### config.mk
export PLATFORM = sky130hd
export DESIGN_NAME = opt_setup_ctrl
export DESIGN_NICKNAME = d
export VERILOG_FILES = /design/src/rtl/opt_setup_pkg.sv /design/src/rtl/opt_setup_regs.sv /design/src/rtl/opt_setup_periph.sv /design/src/rtl/opt_setup_strobe.sv /design/src/rtl/opt_setup_ctrl.sv
export SDC_FILE = /design/constraint.sdc
export NUM_CORES = 1
export LEC_CHECK = 0
export ABC_AREA = 1
export BUFFER_PORTS_ARGS = -buffer_cell sky130_fd_sc_hd__buf_2
export CAP_MARGIN = 40
export CELL_PAD_IN_SITES_DETAIL_PLACEMENT = 0
export CELL_PAD_IN_SITES_GLOBAL_PLACEMENT = 1
export CORE_MARGIN = 3
export CORE_UTILIZATION = 32
export CTS_CLUSTER_SIZE = 24
export DETAILED_ROUTE_END_ITERATION = 8
export GPL_ROUTABILITY_DRIVEN = 0
export GPL_TIMING_DRIVEN = 0
export HOLD_SLACK_MARGIN = 0.12
export PLACE_DENSITY = 0.81
export SYNTH_ARGS = -nofsm -noshare
export SYNTH_HDL_FRONTEND = slang
export SYNTH_SLANG_ARGS = --single-unit
### constraint.sdc
create_clock -name clk_i -period 1.9 [get_ports clk_i]
set_input_delay 0.285 -clock clk_i [delete_from_list [all_inputs] [get_ports clk_i]]
set_output_delay 0.285 -clock clk_i [all_outputs]
set_load 0.03 [all_outputs]
### src/rtl/opt_setup_pkg.sv
package opt_setup_pkg;
  localparam logic [15:0] A_FB     = 16'h0091;
  localparam logic [15:0] A_BRD    = 16'h0094;
  localparam logic [15:0] A_ADP    = 16'h0096;
  localparam logic [15:0] A_OPT    = 16'h0102;
  localparam logic [15:0] A_RAM    = 16'h0103;
  localparam logic [15:0] WIN_BASE = 16'h0100;
  localparam logic [15:0] DSK_BASE = 16'h03F0;
  localparam logic [15:0] SER_PRI  = 16'h03F8;
  localparam logic [15:0] SER_SEC  = 16'h02F8;
  localparam logic [15:0] PAR_A    = 16'h03BC;
  localparam logic [15:0] PAR_B    = 16'h0378;
  localparam logic [15:0] PAR_C    = 16'h0278;

  typedef struct packed {
    logic       bidir_off;
    logic [1:0] par_sel;
    logic       par_on;
    logic       ser_pri;
    logic       ser_on;
    logic       dsk_on;
    logic       master;
  } opt_t;
endpackage

### src/rtl/opt_setup_regs.sv
module opt_setup_regs
  import opt_setup_pkg::*;
#(
  parameter int ADDR_W = 16,
  parameter int SEL_W  = 3
) (
  input  logic              clk_i,
  input  logic              rst_ni,
  input  logic [ADDR_W-1:0] addr_i,
  input  logic [7:0]        wdata_i,
  input  logic              wr_i,
  input  logic              rd_i,
  input  logic              wide_i,
  input  logic              fb_evt_i,
  output logic [7:0]        brd_o,
  output logic              ch_rst_o,
  output logic              setup_en_o,
  output logic [SEL_W-1:0]  sel_o,
  output opt_t              opt_o,
  output logic              ram_o,
  output logic [7:0]        rdata_o
);
  logic byte_acc, in_setup;
  logic is_fb, is_brd, is_adp, is_opt, is_ram;
  logic fb_q;

  assign byte_acc = !wide_i;
  assign in_setup = !brd_o[7];
  assign is_fb  = byte_acc && (addr_i == ADDR_W'(A_FB));
  assign is_brd = byte_acc && (addr_i == ADDR_W'(A_BRD));
  assign is_adp = byte_acc && (addr_i == ADDR_W'(A_ADP));
  assign is_opt = byte_acc && in_setup && (addr_i == ADDR_W'(A_OPT));
  assign is_ram = byte_acc && in_setup && (addr_i == ADDR_W'(A_RAM));

  always_ff @(posedge clk_i or negedge rst_ni) begin
    if (!rst_ni) begin
      brd_o      <= 8'hFF;
      ch_rst_o   <= 1'b0;
      setup_en_o <= 1'b0;
      sel_o      <= '0;
      opt_o      <= '0;
      ram_o      <= 1'b1;
      fb_q       <= 1'b0;
    end else begin
      if (wr_i && is_brd) brd_o <= wdata_i;
      if (wr_i && is_adp) begin
        ch_rst_o   <= wdata_i[7];
        setup_en_o <= wdata_i[3];
        sel_o      <= wdata_i[SEL_W-1:0];
      end
      if (wr_i && is_opt) opt_o <= opt_t'(wdata_i);
      if (wr_i && is_ram) ram_o <= wdata_i[0];
      if (fb_evt_i)              fb_q <= 1'b1;
      else if (rd_i && is_fb)    fb_q <= 1'b0;
    end
  end

  always_comb begin
    rdata_o = 8'hFF;
    if (is_fb)       rdata_o = {7'b0, fb_q};
    else if (is_brd) rdata_o = brd_o;
    else if (is_adp) begin
      rdata_o = {ch_rst_o, 3'b111, setup_en_o, 3'b000};
      rdata_o[SEL_W-1:0] = sel_o;
    end
    else if (is_opt) rdata_o = opt_o;
    else if (is_ram) rdata_o = {7'b0, ram_o};
  end
endmodule

### src/rtl/opt_setup_periph.sv
module opt_setup_periph
  import opt_setup_pkg::*;
#(
  parameter int ADDR_W = 16
) (
  input  opt_t              opt_i,
  input  logic [ADDR_W-1:0] addr_i,
  input  logic              acc_i,
  output logic              dsk_en_o,
  output logic              ser_en_o,
  output logic              par_en_o,
  output logic              par_bidir_o,
  output logic [ADDR_W-1:0] par_base_o,
  output logic [ADDR_W-1:0] ser_base_o,
  output logic [3:0]        ser_irq_o,
  output logic              hit_o
);
  localparam int DSK_SPAN = 8;
  localparam int SER_SPAN = 8;
  localparam int PAR_SPAN = 4;

  function automatic logic in_rng(input logic [ADDR_W-1:0] a,
                                  input logic [ADDR_W-1:0] b,
                                  input int unsigned span);
    return (a >= b) && (a < b + ADDR_W'(span));
  endfunction

  logic par_ok;

  always_comb begin
    par_ok = 1'b1;
    unique case (opt_i.par_sel)
      2'b00:   par_base_o = ADDR_W'(PAR_A);
      2'b01:   par_base_o = ADDR_W'(PAR_B);
      2'b10:   par_base_o = ADDR_W'(PAR_C);
      default: begin par_base_o = '0; par_ok = 1'b0; end
    endcase
  end

  assign ser_base_o  = opt_i.ser_pri ? ADDR_W'(SER_PRI) : ADDR_W'(SER_SEC);
  assign ser_irq_o   = opt_i.ser_pri ? 4'd4 : 4'd3;
  assign dsk_en_o    = opt_i.master && opt_i.dsk_on;
  assign ser_en_o    = opt_i.master && opt_i.ser_on;
  assign par_en_o    = opt_i.master && opt_i.par_on && par_ok;
  assign par_bidir_o = !opt_i.bidir_off;

  assign hit_o = acc_i && (
      (dsk_en_o && in_rng(addr_i, ADDR_W'(DSK_BASE), DSK_SPAN)) ||
      (ser_en_o && in_rng(addr_i, ser_base_o, SER_SPAN)) ||
      (par_en_o && in_rng(addr_i, par_base_o, PAR_SPAN)));
endmodule

### src/rtl/opt_setup_strobe.sv
module opt_setup_strobe
  import opt_setup_pkg::*;
#(
  parameter int ADDR_W = 16,
  parameter int N_SLOT = 4,
  parameter int SEL_W  = 3
) (
  input  logic [ADDR_W-1:0] addr_i,
  input  logic              acc_i,
  input  logic              wide_i,
  input  logic              setup_en_i,
  input  logic [SEL_W-1:0]  sel_i,
  output logic [N_SLOT-1:0] card_setup_no
);
  localparam int WIN_LSB = 3;
  logic fire;

  assign fire = setup_en_i && acc_i && !wide_i &&
                (addr_i[ADDR_W-1:WIN_LSB] == (ADDR_W-WIN_LSB)'(WIN_BASE >> WIN_LSB));

  for (genvar i = 0; i < N_SLOT; i++) begin : g_slot
    assign card_setup_no[i] = !(fire && (sel_i == SEL_W'(i)));
  end
endmodule

### src/rtl/opt_setup_ctrl.sv
module opt_setup_ctrl
  import opt_setup_pkg::*;
#(
  parameter int ADDR_W = 16,
  parameter int N_SLOT = 4,
  parameter int SEL_W  = 3
) (
  input  logic              clk_i,
  input  logic              rst_ni,
  input  logic [ADDR_W-1:0] io_addr_i,
  input  logic [7:0]        io_wdata_i,
  input  logic              io_wr_i,
  input  logic              io_rd_i,
  input  logic              io_wide_i,
  input  logic              card_fb_ni,
  output logic [7:0]        io_rdata_o,
  output logic [N_SLOT-1:0] card_setup_no,
  output logic              chan_reset_o,
  output logic              brd_setup_o,
  output logic              vid_setup_o,
  output logic              dsk_en_o,
  output logic              ser_en_o,
  output logic              par_en_o,
  output logic              par_bidir_o,
  output logic [ADDR_W-1:0] par_base_o,
  output logic [ADDR_W-1:0] ser_base_o,
  output logic [3:0]        ser_irq_o,
  output logic              ram_en_o
);
  logic [7:0]       brd_q;
  logic             setup_en;
  logic [SEL_W-1:0] sel;
  opt_t             opt_q;
  logic             hit, acc;

  assign acc = io_rd_i || io_wr_i;

  opt_setup_regs #(.ADDR_W(ADDR_W), .SEL_W(SEL_W)) u_regs (
    .clk_i, .rst_ni,
    .addr_i    (io_addr_i),
    .wdata_i   (io_wdata_i),
    .wr_i      (io_wr_i),
    .rd_i      (io_rd_i),
    .wide_i    (io_wide_i),
    .fb_evt_i  (!card_fb_ni || hit),
    .brd_o     (brd_q),
    .ch_rst_o  (chan_reset_o),
    .setup_en_o(setup_en),
    .sel_o     (sel),
    .opt_o     (opt_q),
    .ram_o     (ram_en_o),
    .rdata_o   (io_rdata_o)
  );

  opt_setup_periph #(.ADDR_W(ADDR_W)) u_periph (
    .opt_i      (opt_q),
    .addr_i     (io_addr_i),
    .acc_i      (acc),
    .dsk_en_o,
    .ser_en_o,
    .par_en_o,
    .par_bidir_o,
    .par_base_o,
    .ser_base_o,
    .ser_irq_o,
    .hit_o      (hit)
  );

  opt_setup_strobe #(.ADDR_W(ADDR_W), .N_SLOT(N_SLOT), .SEL_W(SEL_W)) u_strobe (
    .addr_i       (io_addr_i),
    .acc_i        (acc),
    .wide_i       (io_wide_i),
    .setup_en_i   (setup_en),
    .sel_i        (sel),
    .card_setup_no
  );

  assign brd_setup_o = !brd_q[7];
  assign vid_setup_o = !brd_q[5];
endmodule

==> results of run 1 <==
## cell families (layout without fill, tap and decap cells)
| group | after synthesis | after routing |
|---|---|---|
| other | 2 | 24 |
| AOI/OAI and AO/OA | 55 | 55 |
| and+or+nand+nor | 141 | 141 |
| DFF | 23 | 23 |
| buffers and inverters | 92 | 177 |
| adders and majority gates | 26 | 26 |
## cell type report
class	instances	area (um2)	area share
sequential	23	588.1	0.1754
clock inverter	1	5.005	0.001493
inverter	58	226.5	0.06754
clock buffer	3	41.29	0.01231
buffer	34	266.5	0.07948
timing repair buffer	81	509.2	0.1519
multi-input combinational	246	1593	0.4750
tap	99	123.9	0.03694
## critical path, stage by stage, from the launching register on
cell and delay, ns:
dfstp_2 0.55, inv_2 0.05, nand3_2 0.08, nor2_4 0.05, nand3_2 0.10, inv_2 0.06, nor2_4 0.16, o21ai_2 0.08
a21oi_2 0.16, buf_6 0.15
## metal layers
| metal | track usage | wire length [um] | vias to the layer above |
|---|---|---|---|
| li1 | - | - | 1238 |
| met1 | 0.1950 | 2893 | 1049 |
| met2 | 0.2460 | 3117 | 62 |
| met3 | 0.01522 | 276 | 7 |
| met4 | 0.02888 | 55 | 0 |
| met5 | 0 | 0 | - |
## final timing paths
kind | slack [ns] | to | from | cells after the start
min reg2reg | 0.48 | u_regs.brd_o[4] | u_regs.brd_o[4] | 2
max in group asynchronous | 1.01 | u_regs.opt_o[5] | rst_ni | 2
min in group asynchronous | 0.51 | u_regs.sel_o[2] | rst_ni | 2
max | -0.09 | io_rdata_o[3] | u_regs.brd_o[7] | 9
min | 0.26 | u_regs.ram_o | io_wdata_i[0] | 3
max reg2reg | -0.06 | u_regs.fb_q | u_regs.opt_o[5] | 15
## cells in the final DEF (no fill, tap or decap), drive strengths merged
master | synthesis | final
a21boi | 2 | 2
buf | 34 | 114
and2 | 1 | 1
o21ai | 35 | 35
nor2 | 23 | 23
ha | 26 | 26
a21oi | 14 | 14
dfstp | 9 | 9
dlygate4sd3 | 0 | 1
inv | 57 | 57
o21bai | 1 | 1
dfrtp | 14 | 14
nor3 | 7 | 7
nor4 | 1 | 1
o211ai | 3 | 3
conb | 2 | 24
or2 | 4 | 4
clkinv | 1 | 2
nand2 | 75 | 75
clkbuf | 0 | 3
nand4 | 1 | 1
nand3 | 29 | 29
## where the power goes
group / leakage (uW) / switching, uW / internal (uW) / total, uW
clock network: 0.0000255 / 163 / 147 / 309
registers: 0.000282 / 0.0829 / 490 / 490
logic: 0.00145 / 167 / 87.3 / 254
## repair_timing
item / CTS / global route
buffers inserted: 10 / 8
gates resized for setup: 39 / 12
endpoints found under the setup margin: 9 / 9
cloned: 0 / 1
pin swaps: 20 / 19
hold buffers: 1 / 0
hold endpoints to repair: 14 / 0
## state kept, by name, indices dropped and copies added (netlist names)
register,flops
u_regs.brd_o,8
u_regs.ch_rst_o,1
u_regs.fb_q,1
u_regs.opt_o,8
u_regs.ram_o,1
u_regs.sel_o,3
u_regs.setup_en_o,1
## metrics by stage
step / TNS, ns / area [um2]
6_report: -0.5444 / 3353
5_1_grt: -1.459 / 3353
2_1_floorplan: -0.07697 / 2580
4_1_cts: -0.6978 / 3249
3_5_place_dp: -0.5851 / 3009
3_3_place_gp: -0.6089 / 3009
==> impl_results.md, run 1 <==
- Max_slew headroom: 0.6534
- Number of global-route vias before repair: 2,210
- Final hold violations: 0
- Largest net degree at the start of global routing: 24
- Clk Latency, worst-skew pair: ~0.27 ns
- Cell with the most instances after synthesis: nand2_1
- Die W: ~94 um
- Pins Over Slew Limit: 0
- Failing checks: setup timing
- RSZ-0062 raised after global routing: true
- Syn. warnings: 0
- Port Buffer Count: 61
- Type of the worst setup path: reg2out
- Most common library cells after synthesis: nand2_1, inv_1, buf_4, ha_1, nand3_1
- Starting density of the core: 0.3345
- Row count: 31
- CTS Buf Count: 3
- Power per standard cell area: around 310 mW/mm2
- Clock sink total: 23
- WL per Instance: between 10 and 15 um
- Final core utilization: 0.4550
- First-pass GRT wire length: 10,310 um
- P_leak: ~0.0018 uW
- CP Capture Type: output pin
- Top cells by area, synth: dfrtp_1, ha_1, nand2_1
- Worst-path clk slew: about 0.080 ns
- First-pass DRT Iterations: 4
- Hold Crit Class: in2reg
- Worst VDD drop: 327.3 uV
- Core area: 0.007370 mm2
- Placed cells: between 500 and 600
- Die ar.: slightly below 0.009 mm2
- CP Data Required Time: 1.62 ns
- Number of synthesized register bits: 23
- Compound-Gate Fraction of Synth Area: 0.1421
- Final nets: a little over 500
- Setup violations, final: 8
- Post-Layout Cell Count: 545
- Crit-path max FO: 4
- Clock Skew: between 0.002 and 0.003 ns
- Tightest Pin Transition: a little over 0.5 ns
- Number of library cell types mapped by synthesis: 33
- DRC: 0
- Mux contribution to synthesized area: 0
- Mean Syn Cell Area: slightly above 7 um2
- Post-Place Setup Slack: -0.2551 ns
- Initial antenna violation count: 0
- EDFF count, synth: 0
- Via density: 4.323
- IO Count: 86
- Diodes inserted: 0
- Share of the yosys chip area belonging to registers: 0.2381
- Max_cap viols: 0
- CTS Root Cell: clkbuf_8
- Largest family of logic cells by synthesized area: simple AND/OR/NAND/NOR gates
- Status: finished with violations
- Mapped Cells: 339
- Async set-reset flop share out of synthesis: 1.000
- Die height: between 90 and 100 um
- Prevailing post-synth register cell: dfrtp_1
- Post-synth top area share: 0.1421
- Mapped cell area: 0.002465 mm2
- Crit path DAT: 1.71 ns
- Fin crit share: 1.049
- Xor-xnor portion of the synthesized cell area: 0
- Number of DRC markers in iteration 0: 67
- Gr ovfl total: 0
- F_max: 501.6 MHz
- Setup WS post-layout: -0.09348 ns
- H-Tree Depth: 1
- GRT Total Usage: 0.1435
- Nature of the critical path startpoint: flip-flop
- Routed Antenna Nets: 0
- Fillers: 782
- Clock period minus final worst setup slack: 1.993 ns
- HPWL reported at the end of detailed placement: 5116 um
- Final total power: about 1100 uW
- CTS tree: done
- Adder and majority gate portion of the synthesized area: 0.1320
- CTS Buffer Depth: 2
- Vias: between 2k and 2.5k
- Share of cells above drive strength 1: 0.4462
- Yosys top cell by area: dfrtp_1
- Simple-gate share of the synthesized area: 0.2878
- Final wirelength: 6342 um
- WHS: 0.2603 ns
- Area grow syn2layout: 36.04%
Power figures use the tool's default switching activity.
==> run 2, diff against run 1 <==
--- a/config.mk
+++ b/config.mk
@@ -8,10 +8,8 @@
 export ABC_AREA = 1
 export BUFFER_PORTS_ARGS = -buffer_cell sky130_fd_sc_hd__buf_2
 export CAP_MARGIN = 40
-export CELL_PAD_IN_SITES_DETAIL_PLACEMENT = 0
-export CELL_PAD_IN_SITES_GLOBAL_PLACEMENT = 1
 export CORE_MARGIN = 3
-export CORE_UTILIZATION = 32
+export CORE_UTILIZATION = 46
 export CTS_CLUSTER_SIZE = 24
 export DETAILED_ROUTE_END_ITERATION = 8
 export GPL_ROUTABILITY_DRIVEN = 0
==> impl_results.md, run 2 (synthesized netlist as in run 1, its figures left out) <==
- Type of the worst setup path: reg2out
- Reg2Reg Depth: 14
- Power per standard cell area: ~320 mW/mm2
- Clock Skew: between 0.009 and 0.01 ns
- DRC: 0
- Starting density of the core: 0.4796
- Tightest Pin Transition: approximately 0.5 ns
- Max_slew headroom: 0.6581
- Core area: 0.005140 mm2
- Nature of the critical path startpoint: flip-flop
- Final nets: 501
- First-pass DRT Iterations: 4
- CP Buf/Inv Count: 3
- Failing checks: setup timing
- Status: finished with violations
- Die height: between 70 and 80 um
- Number of global-route vias before repair: about 2.3k
- Crit path DAT: 1.75 ns
- Largest net degree at the start of global routing: 24
- Via density: 4.811
- Setup violations, final: 9
- CTS Buffer Depth: 2
- Max_cap viols: 0
- CP delay by family, top: flip-flops
- Clock period minus final worst setup slack: ~2 ns
- Fin crit share: 1.074
- Setup WS post-layout: -0.1397 ns
- Area grow syn2layout: 33.65%
- Port Buffer Count: 61
- Worst-path clk slew: 0.09 ns
- Commonest non-fill, non-tap cell in the layout: nand2_1
- Die ar.: approximately 0.0063 mm2
- CP Capture Type: output pin
- P_leak: 0.001746 uW
- Hold Crit Class: in2reg
- Finished Cell Area: 0.003294 mm2
- Diodes inserted: 0
- CP Data Required Time: between 1.5 and 2 ns
- CTS tree: done
- IO Count: 86
- Routed Antenna Nets: 0
- Fillers: 449
- HPWL reported at the end of detailed placement: 4848 um
- Max incr delay on CP: ~0.55 ns
- Clk Latency, worst-skew pair: 0.27 ns
- Sequence of cells on the critical path: inv_2 -> nand3_2 -> nor2_4 -> nand3_2 -> inv_2 -> nor2_4 -> o21ai_1 -> a21oi_2 -> buf_6
- Pins Over Slew Limit: 0
- Row count: 26
- Die W: 79.20 um
- Final core utilization: 0.6409
- CP Depth: 9
- Final hold violations: 0
- Placed instance area: slightly below 0.003 mm2
- Vias: 2,473
- CP max-delay cell: dfstp_2
- CTS Buf Count: 3
- RSZ-0062 raised after global routing: true
- Most frequent cells in the layout: nand2_1, buf_2, buf_4
- WL per Instance: 12.29 um
- First-pass GRT wire length: 9922 um
- Hold depth: 3
- Number of DRC markers in iteration 0: 132
- Gr ovfl total: 0
- H-Tree Depth: 1
- Top Registers: u_regs.brd_o (8), u_regs.opt_o (8), u_regs.sel_o (3)
- F_max: between 400 and 500 MHz
- GRT Total Usage: 0.1943
- Crit-path max FO: 4
- Clock sink total: 23
- Share of cells above drive strength 1: 0.4414
- Final wirelength: 6317 um
- Worst VDD drop: 398.4 uV
- Initial antenna violation count: 0
- CTS Root Cell: clkbuf_8
==> run 2: what timing repair did <==
item	4_1_cts	5_1_grt
hold buffers	1	0
pin swaps	16	13
endpoints found under the hold margin	14	0
cloned	0	0
buffers inserted	12	5
gates resized for setup	36	12
endpoints found under the setup margin	9	9
==> run 2: final cells by class <==
cell class / instances / area (um2) / share of cell area
Sequential cell: 23 / 589.3 / 0.1789
Timing Repair Buffer: 79 / 493.0 / 0.1496
Multi-Input combinational cell: 246 / 1583 / 0.4804
Clock inverter: 1 / 5.005 / 0.001519
Inverter: 58 / 229.0 / 0.06950
Buffer: 34 / 266.5 / 0.08090
Clock buffer: 3 / 41.29 / 0.01253
Tap cell: 70 / 87.58 / 0.02659
==> run 2: metrics by stage <==
step	hold slack [ns]	setup WS, ns	setup TNS [ns]	power, uW	std cells
2_1_floorplan	-0.01059	-0.07697	-0.07697	669.2	361
3_3_place_gp	0.2773	-0.1987	-0.3302	738.2	492
3_5_place_dp	0.2818	-0.2689	-0.5562	742.1	492
4_1_cts	0.2475	-0.1345	-0.6225	1049	509
5_1_grt	0.2545	-0.2212	-1.549	1105	514
6_report	0.2486	-0.1397	-0.7522	1047	514
==> run 2: report_power, final <==
group	internal, uW	switching (uW)
combinational	85.8	166
sequential	490	0.0847
clock	147	158
total	723	324
==> run 2: path summary, 6_finish.rpt <==
check                                 from              end  slack, ns
min reg2reg                u_regs.brd_o[4]  u_regs.brd_o[4]       0.48
min                          io_wdata_i[0]     u_regs.ram_o       0.25
max                        u_regs.brd_o[7]    io_rdata_o[3]      -0.14
max in group asynchronous           rst_ni  u_regs.opt_o[6]       1.01
max reg2reg                u_regs.opt_o[5]      u_regs.fb_q      -0.12
min in group asynchronous           rst_ni  u_regs.sel_o[2]       0.51
==> run 2: worst register-to-register path, cell delays in order, from the launching register on <==
cell,delay (ns)
dfrtp_2,0.47
ha_1,0.22
o21ai_1,0.27
o21ai_2,0.10
nand2_1,0.08
ha_1,0.23
nand2_1,0.09
nor3_2,0.04
nand2_1,0.05
nand2_1,0.04
nor2_1,0.09
nand2_1,0.06
nand2_1,0.09
nand2_1,0.06
nand2_1,0.06
==> run 2: routing by layer <==
layer | vias up | GRT usage | wire (um)
met2 | 95 | 0.3577 | 3197
met3 | 9 | 0.02154 | 422
met5 | - | 0 | 0
li1 | 1238 | - | -
met1 | 1131 | 0.2340 | 2614
met4 | 0 | 0.06186 | 83
